## src/rtl/spi_dac_writer.sv

```systemverilog
module spi_dac_writer #(
  parameter int HALF    = 4,
  parameter int CLR_LEN = 5
) (
  input  logic        clk,
  input  logic        rst_n,
  input  logic        start,
  input  logic [3:0]  chan,
  input  logic [11:0] level,
  input  logic        clr_req,
  input  logic        sdi,
  output logic        sck,
  output logic        sdo,
  output logic        cs_n,
  output logic        clr_n,
  output logic        busy,
  output logic        done,
  output logic [31:0] readback
);
  localparam int CW  = $clog2(HALF + 1);
  localparam int KW  = $clog2(CLR_LEN + 1);
  localparam logic [3:0] WR_UPD = 4'b0011;

  typedef enum logic [2:0] {IDLE, LO, HI, TAIL, CLR} st_t;

  st_t         st;
  logic [CW-1:0] cnt;
  logic [KW-1:0] ccnt;
  logic [4:0]  bitn;
  logic [31:0] tx, rx;

  wire phase_end = (cnt == CW'(HALF - 1));

  always_ff @(posedge clk or negedge rst_n) begin
    if (!rst_n) begin
      st       <= IDLE;
      cnt      <= '0;
      ccnt     <= '0;
      bitn     <= '0;
      tx       <= '0;
      rx       <= '0;
      readback <= '0;
      done     <= 1'b0;
    end else begin
      done <= 1'b0;
      case (st)
        IDLE: begin
          if (start) begin
            tx   <= {8'h00, WR_UPD, chan, level, 4'h0};
            cnt  <= '0;
            bitn <= 5'd31;
            st   <= LO;
          end else if (clr_req) begin
            ccnt <= '0;
            st   <= CLR;
          end
        end
        LO: begin
          if (phase_end) begin
            cnt <= '0;
            st  <= HI;
          end else cnt <= cnt + 1'b1;
        end
        HI: begin
          if (phase_end) begin
            cnt <= '0;
            rx  <= {rx[30:0], sdi};
            tx  <= {tx[30:0], 1'b0};
            if (bitn == 5'd0) st <= TAIL;
            else begin
              bitn <= bitn - 1'b1;
              st   <= LO;
            end
          end else cnt <= cnt + 1'b1;
        end
        TAIL: begin
          if (phase_end) begin
            cnt      <= '0;
            readback <= rx;
            done     <= 1'b1;
            st       <= IDLE;
          end else cnt <= cnt + 1'b1;
        end
        CLR: begin
          if (ccnt == KW'(CLR_LEN - 1)) st <= IDLE;
          else ccnt <= ccnt + 1'b1;
        end
        default: st <= IDLE;
      endcase
    end
  end

  assign sck   = (st == HI);
  assign cs_n  = !(st == LO || st == HI || st == TAIL);
  assign sdo   = cs_n ? 1'b0 : tx[31];
  assign clr_n = (st != CLR);
  assign busy  = (st != IDLE);


  sck_idle_chk: assert property (@(posedge clk) disable iff (!rst_n)
    cs_n |-> !sck);


  clr_quiet_chk: assert property (@(posedge clk) disable iff (!rst_n)
    !clr_n |-> (cs_n && !sck && !sdo && busy));


  done_edge_chk: assert property (@(posedge clk) disable iff (!rst_n)
    done |-> (cs_n && !busy && $past(!cs_n)));


  done_pulse_chk: assert property (@(posedge clk) disable iff (!rst_n)
    done |=> !done);


  rb_hold_chk: assert property (@(posedge clk) disable iff (!rst_n)
    !done |-> $stable(readback));


  cs_commit_chk: assert property (@(posedge clk) disable iff (!rst_n)
    $rose(cs_n) |-> (done && !$past(sck)));
endmodule

```

## config.mk

```make
export PLATFORM = sky130hd
export DESIGN_NAME = spi_dac_writer
export DESIGN_NICKNAME = d
export VERILOG_FILES = /design/src/rtl/spi_dac_writer.sv
export SDC_FILE = /design/constraint.sdc
export NUM_CORES = 1
export LEC_CHECK = 0
export BUFFER_PORTS_ARGS = -buffer_cell sky130_fd_sc_hd__buf_2
export CORE_MARGIN = 3
export CORE_UTILIZATION = 40
export DETAILED_ROUTE_END_ITERATION = 12
export PLACE_DENSITY = 0.56
export SETUP_SLACK_MARGIN = 0.5
export SYNTH_ARGS = -nofsm -noshare
export SYNTH_HDL_FRONTEND = slang
export SYNTH_SLANG_ARGS = --single-unit
```

## constraint.sdc

```tcl
create_clock -name clk -period 4.4 [get_ports clk]
set_clock_uncertainty 0.2 [all_clocks]
set_input_delay 0.44 -clock clk [delete_from_list [all_inputs] [get_ports clk]]
set_output_delay 0.44 -clock clk [all_outputs]
set_load 0.01 [all_outputs]
```

## Word-level counts from Yosys, hierarchy flattened

Cells that the tools add are included.

| cells by class | value |
|---|---|
| reductions and logical operators | 17 |
| muxes and demuxes | 25 |
| eq/ne operators | 17 |
| add/subtract/negate cells | 3 |

Operators with widths:

| cell | number |
|---|---|
| $mux 32 | 2 |
| $pmux 32 s2 | 1 |
| $mux 3 | 11 |
| $ne 2x2->1 const B | 8 |
| $mux 5 | 3 |
| $pmux 3 s5 | 1 |
| $pmux 3 s2 | 2 |
| $pmux 5 s2 | 1 |
| $eq 3x2->1 const B | 3 |
| $reduce_and 4->1 | 2 |
| $add 3x1->3 const B | 2 |
| $eq 3x3->1 const B | 2 |
| $ne 3x3->1 const B | 2 |
| $reduce_and 2->1 | 3 |
| $reduce_bool 2->1 | 3 |
| $logic_not 5->1 | 1 |
| $reduce_and 5->1 | 1 |
| $sub 5x1->5 const B | 1 |
| $eq 3x1->1 const B | 1 |
| $logic_not 3->1 | 1 |
| $mux 1 | 3 |
| $reduce_and 3->1 | 1 |
| $reduce_bool 3->1 | 1 |
| $reduce_or 3->1 | 1 |
| other kinds (4) | 5 |

| storage, ports and cells | value |
|---|---|
| bits in registers | 111 |
| logic and storage cells | 70 |
| input bits | 21 |

## Logic depth before layout (Yosys ltp)

| depth | value |
|---|---|
| depth after elaboration | 4 |
| mapped depth | 8 |
| depth with buffers taken out | 6 |

## Least setup slack after synthesis

No wires, ideal clock.

| timing path | value |
|---|---|
| path type | register to register |
| from | register cnt[0] |
| to | register readback[10] |
| buffers on the path | 2 |
| arrival | 1.576 ns |
| period minus slack after synthesis | 1.901 ns |
| slack | 2.499 ns |
| cell stages (with the launch flop) | 7 |
| path through | dfrtp_1 ha_1 nand2b_1 buf_2 nor4_4 buf_4 mux2_2 |

| between the ends | value |
|---|---|
| cells in the longest elaborated chain, start to end | 2 |

RTL lines:

| what | line | source |
|---|---|---|
| start, declared | 27 | `logic [CW-1:0] cnt;` |
| start signal, assigned | 62 | `end else cnt <= cnt + 1'b1;` |
| start signal, assigned | 74 | `end else cnt <= cnt + 1'b1;` |
| start signal, assigned | 82 | `end else cnt <= cnt + 1'b1;` |
| $eq 3x2->1 | 32 | `wire phase_end = (cnt == CW'(HALF - 1));` |
| $reduce_and 2->1 (no line) | n/a |  |
| end signal, assigned | 79 | `readback <= rx;` |
| end, declared | 18 | `output logic [31:0] readback` |

Every way passes these cells.
A chain may end at the register's enable or synchronous reset.

## Worst setup path in the final report

| timing path | value |
|---|---|
| from | register st[2] |
| to | output sck |

| between the ends | value |
|---|---|
| cells in the longest elaborated chain, start to end | 1 |

RTL lines:

| what | line | source |
|---|---|---|
| start, declared | 26 | `st_t st;` |
| start signal, assigned | 36 | `st <= IDLE;` |
| start signal, assigned | 52 | `st <= LO;` |
| start signal, assigned | 55 | `st <= CLR;` |
| $eq 3x2->1 | 93 | `assign sck = (st == HI);` |
| end, declared | 12 | `output logic sck,` |

Every way passes these cells.

==> impl_metrics.yaml <==
timing:
  final_max_slew_viol_count: 0
  timing_worst_slew_pin_value_ps: 958
  maxSlewHeadroom: 0.360
  worst_slack_ps: 1740
  fmax_ghz: 0.376
  final_min_period_over_clock_period: 0.604
  period_minus_slack_ps: 2660
  grt_setup_unrepaired: "false"
  setup_total_negative_slack_ps: 0
  timing.hold.ws_ps: -20.3
  count_of_final_setup_violators: 0
  final_hold_viol_count: 32
pwr:
  p_per_area_nw_per_um2: 463
  pwr-share-seq: 0.534
  clock_power_share: 0.246
  peak_supply_drop_mv: 0.275
  sw_frac_of_total: 0.320
  pwr-share-comb: 0.219
  leakagePower_nw: 2.63
  internal-power_w: 0.00157
  p_switching_w: 0.000736
critical_path:
  crit_path_max_fanout: 21
  critical_path.endpoint_type: "primary output"
  cp_cell_sequence: "or3b_4 > inv_2 > buf_2"
  critical_path.n_buffers_inverters: 2
  setup.worst_path.start_class: "flop"
  delay_of_the_slowest_cell_on_the_worst_path_ps: 500
  critical_path_class: "reg -> out"
  crit_slowest_cell: "sky130_fd_sc_hd__dfrtp_1"
  required_ps: 3760
  critPathArrivalTime_ps: 2020
  critical-path-top-delay-family: "buffers and inverters"
synth:
  yosys.cell_count.top_type: "sky130_fd_sc_hd__nand2_1"
  synth_area_um2: 4450
  synth.top_cells.by_area: "sky130_fd_sc_hd__dfrtp_1 (60%), sky130_fd_sc_hd__nand2_1 (9.8%), sky130_fd_sc_hd__mux2_2 (8.1%)"
  muxShareOfSynthArea: 0.117
  synth-edff-count: 0
  synth-seq-cells: 107
  yosysWarnings: 0
  synth_async_sr_flop_share: 1.00
  post_synth_fa_ha_maj_area_fraction: 0.0112
  post_synth.cell_area_avg_um2: 11.5
  synth_simple_gate_area_frac: 0.157
  synthesis.instances: 388
  synth_cell_type_count: 44
  xor_and_xnor_area_share_after_synthesis: 0
  post_synthesis_compound_gate_area_fraction: 0.0708
  synth_ff_type: "sky130_fd_sc_hd__dfrtp_1"
  synthDominantAreaCellType: "sky130_fd_sc_hd__dfrtp_1"
  synth.top_cells.by_count: "sky130_fd_sc_hd__nand2_1 (116), sky130_fd_sc_hd__dfrtp_1 (107), sky130_fd_sc_hd__mux2_2 (32)"
  synth_top_family_by_area: "simple AND/OR/NAND/NOR gates"
  synth.yosys.seq_area_share: 0.601
  synthesis.nets: 413
  yosysTopAreaCellShare: 0.601
global_route:
  via_count_of_the_first_global_routing_pass: 2749
  grt_antenna_before_repair: 0
  grtUsageTotal: 0.132
  grt_max_degree: 74
  global_route_wire_length_before_repair_um: 13300
  globalRoute.totalOverflow: 0
outcome:
  outcome: "complete, but fails checks"
  violated_checks: "negative hold slack"
final_layout:
  diodes: 0
  post_route_cells_drive_above_1_share: 0.270
  layout.nets: 464
  synthToLayoutAreaGrowth_pct: 11.8
drt:
  routedWlPerCell_um: 13.3
  vias_per_cell: 4.87
  drt-initial-drc-count: 186
  detailroute.via_count: 2826
  postRouteAntennaNets: 0
  drt_first_pass_iters: 4
  totalWireLength_um: 7720
  detail_route.drc_violations: 0
floorplanning:
  die_w_um: 112
  dieArea_um2: 12400
  placementRows: 37
  core_um2: 10600
  io_pins: 59
  die_h_um: 112
  starting_density_of_the_core: 0.422
clock_network:
  cts_root_buf: "sky130_fd_sc_hd__clkbuf_8"
  postCtsHoldBufs: 0
  cts_sinks: 107
  post-cts-setup-buffers: 0
  cts-buffers-inserted: 9
  insertion_delay_ps: 370
  clk_pin_slew_worst_paths_ps: 100
  cts_tree: "built"
  clockBufferDepth: 2
  cts_resized: 0
  h-tree-depth: 3
placed_design:
  dp.final_hpwl_um: 5030
  pre_cts_slack_ps: 2050
  placement.io_buffers: 58
  gp_congestion: 0.729
worst_hold_path:
  hp-class: "in -> async"
run:
  max_cap_viol_count: 0
==> path summary, 6_finish.rpt <==
| check | end | slack [ps] | start | cells past startpoint |
|---|---|---|---|---|
| max in group asynchronous | tx[16]$_DFFE_PN0P_ | 3010 | rst_n | 2 |
| hold / removal | readback[28]$_DFFE_PN0P_ | -20 | rst_n | 1 |
| setup reg to reg | bitn[0]$_DFFE_PN0P_ | 2070 | st[2]$_DFFE_PN0P_ | 5 |
| min in group clk | tx[4]$_DFFE_PN0P_ | 80 | level[0] | 2 |
| hold reg to reg | tx[15]$_DFFE_PN0P_ | 290 | tx[15]$_DFFE_PN0P_ | 2 |
| setup / recovery | sck | 1740 | st[2]$_DFFE_PN0P_ | 3 |
==> per-layer routing <==
| metal | up-vias | part of all wire | track usage |
|---|---|---|---|
| met1 | 1362 | 0.48 | 0.175 |
| met4 | 0 | 0.017 | 0.0535 |
| li1 | 1399 | - | - |
| met3 | 12 | 0.051 | 0.0413 |
| met2 | 53 | 0.45 | 0.202 |
| met5 | - | 0 | 0 |
==> kinds of logic (layout without fill, tap and decap cells) <==
kind of cell | Yosys count | after routing
buf+inv | 33 | 89
mux | 48 | 48
fa+ha+maj | 4 | 4
flops | 107 | 107
simple gates | 152 | 152
compound gates | 44 | 44
==> registers in the layout, summed over array words and instances (netlist names) <==
name,count
tx,28
done,1
st,3
bitn,5
cnt,3
rx,32
readback,32
ccnt,3
==> cell type report <==
class	count	area [um2]
multi-input combinational	248	1580
clock buffer	12	155
tap	136	170
sequential	107	2680
fill	1001	5580
clock inverter	4	32.5
timing repair buffer	61	315
inverter	12	45.0
==> cells in the final DEF (no fill, tap or decap), types with 2 or more instances in the layout <==
cell type,synthesis,routed
sky130_fd_sc_hd__o21ai_0,10,10
sky130_fd_sc_hd__nor3_1,3,3
sky130_fd_sc_hd__mux2i_1,16,16
sky130_fd_sc_hd__and2_1,2,2
sky130_fd_sc_hd__a22o_1,10,10
sky130_fd_sc_hd__nor2_1,8,8
sky130_fd_sc_hd__buf_4,4,4
sky130_fd_sc_hd__mux2_2,32,32
sky130_fd_sc_hd__or3b_4,2,2
sky130_fd_sc_hd__a21oi_1,5,5
sky130_fd_sc_hd__clkbuf_8,0,11
sky130_fd_sc_hd__buf_2,6,57
sky130_fd_sc_hd__nand2b_1,3,3
sky130_fd_sc_hd__o21ai_1,9,9
sky130_fd_sc_hd__dfrtp_1,107,107
sky130_fd_sc_hd__ha_1,4,4
sky130_fd_sc_hd__inv_1,11,11
sky130_fd_sc_hd__nand2_1,116,116
sky130_fd_sc_hd__clkinvlp_4,0,2
sky130_fd_sc_hd__nand3_1,3,3
sky130_fd_sc_hd__a31oi_1,2,2
sky130_fd_sc_hd__nand3b_1,2,2
==> through the flow <==
stage	hold WS [ps]	area [um2]	util	total power, W	std cells
after floorplan	-55.6	4450	-	0.00164	388
after global placement	255	4790	0.454	0.00175	564
after detailed placement	269	4790	0.454	0.00177	564
after CTS	3.25	4980	0.472	0.00235	580
after global routing	34.3	4980	0.472	0.00247	580
final	-20.3	4980	0.472	0.00230	580
==> power by group through the flow <==
stage / clock network (W) / logic (W) / registers [W]
floorplan: 0 / 0.000435 / 0.00121
global placement: 0 / 0.000505 / 0.00125
detailed placement: 0 / 0.000519 / 0.00125
CTS: 0.000597 / 0.000516 / 0.00123
global route: 0.000639 / 0.000578 / 0.00125
finish: 0.000568 / 0.000506 / 0.00123
Note: power is estimated with default switching activity, not from simulation.
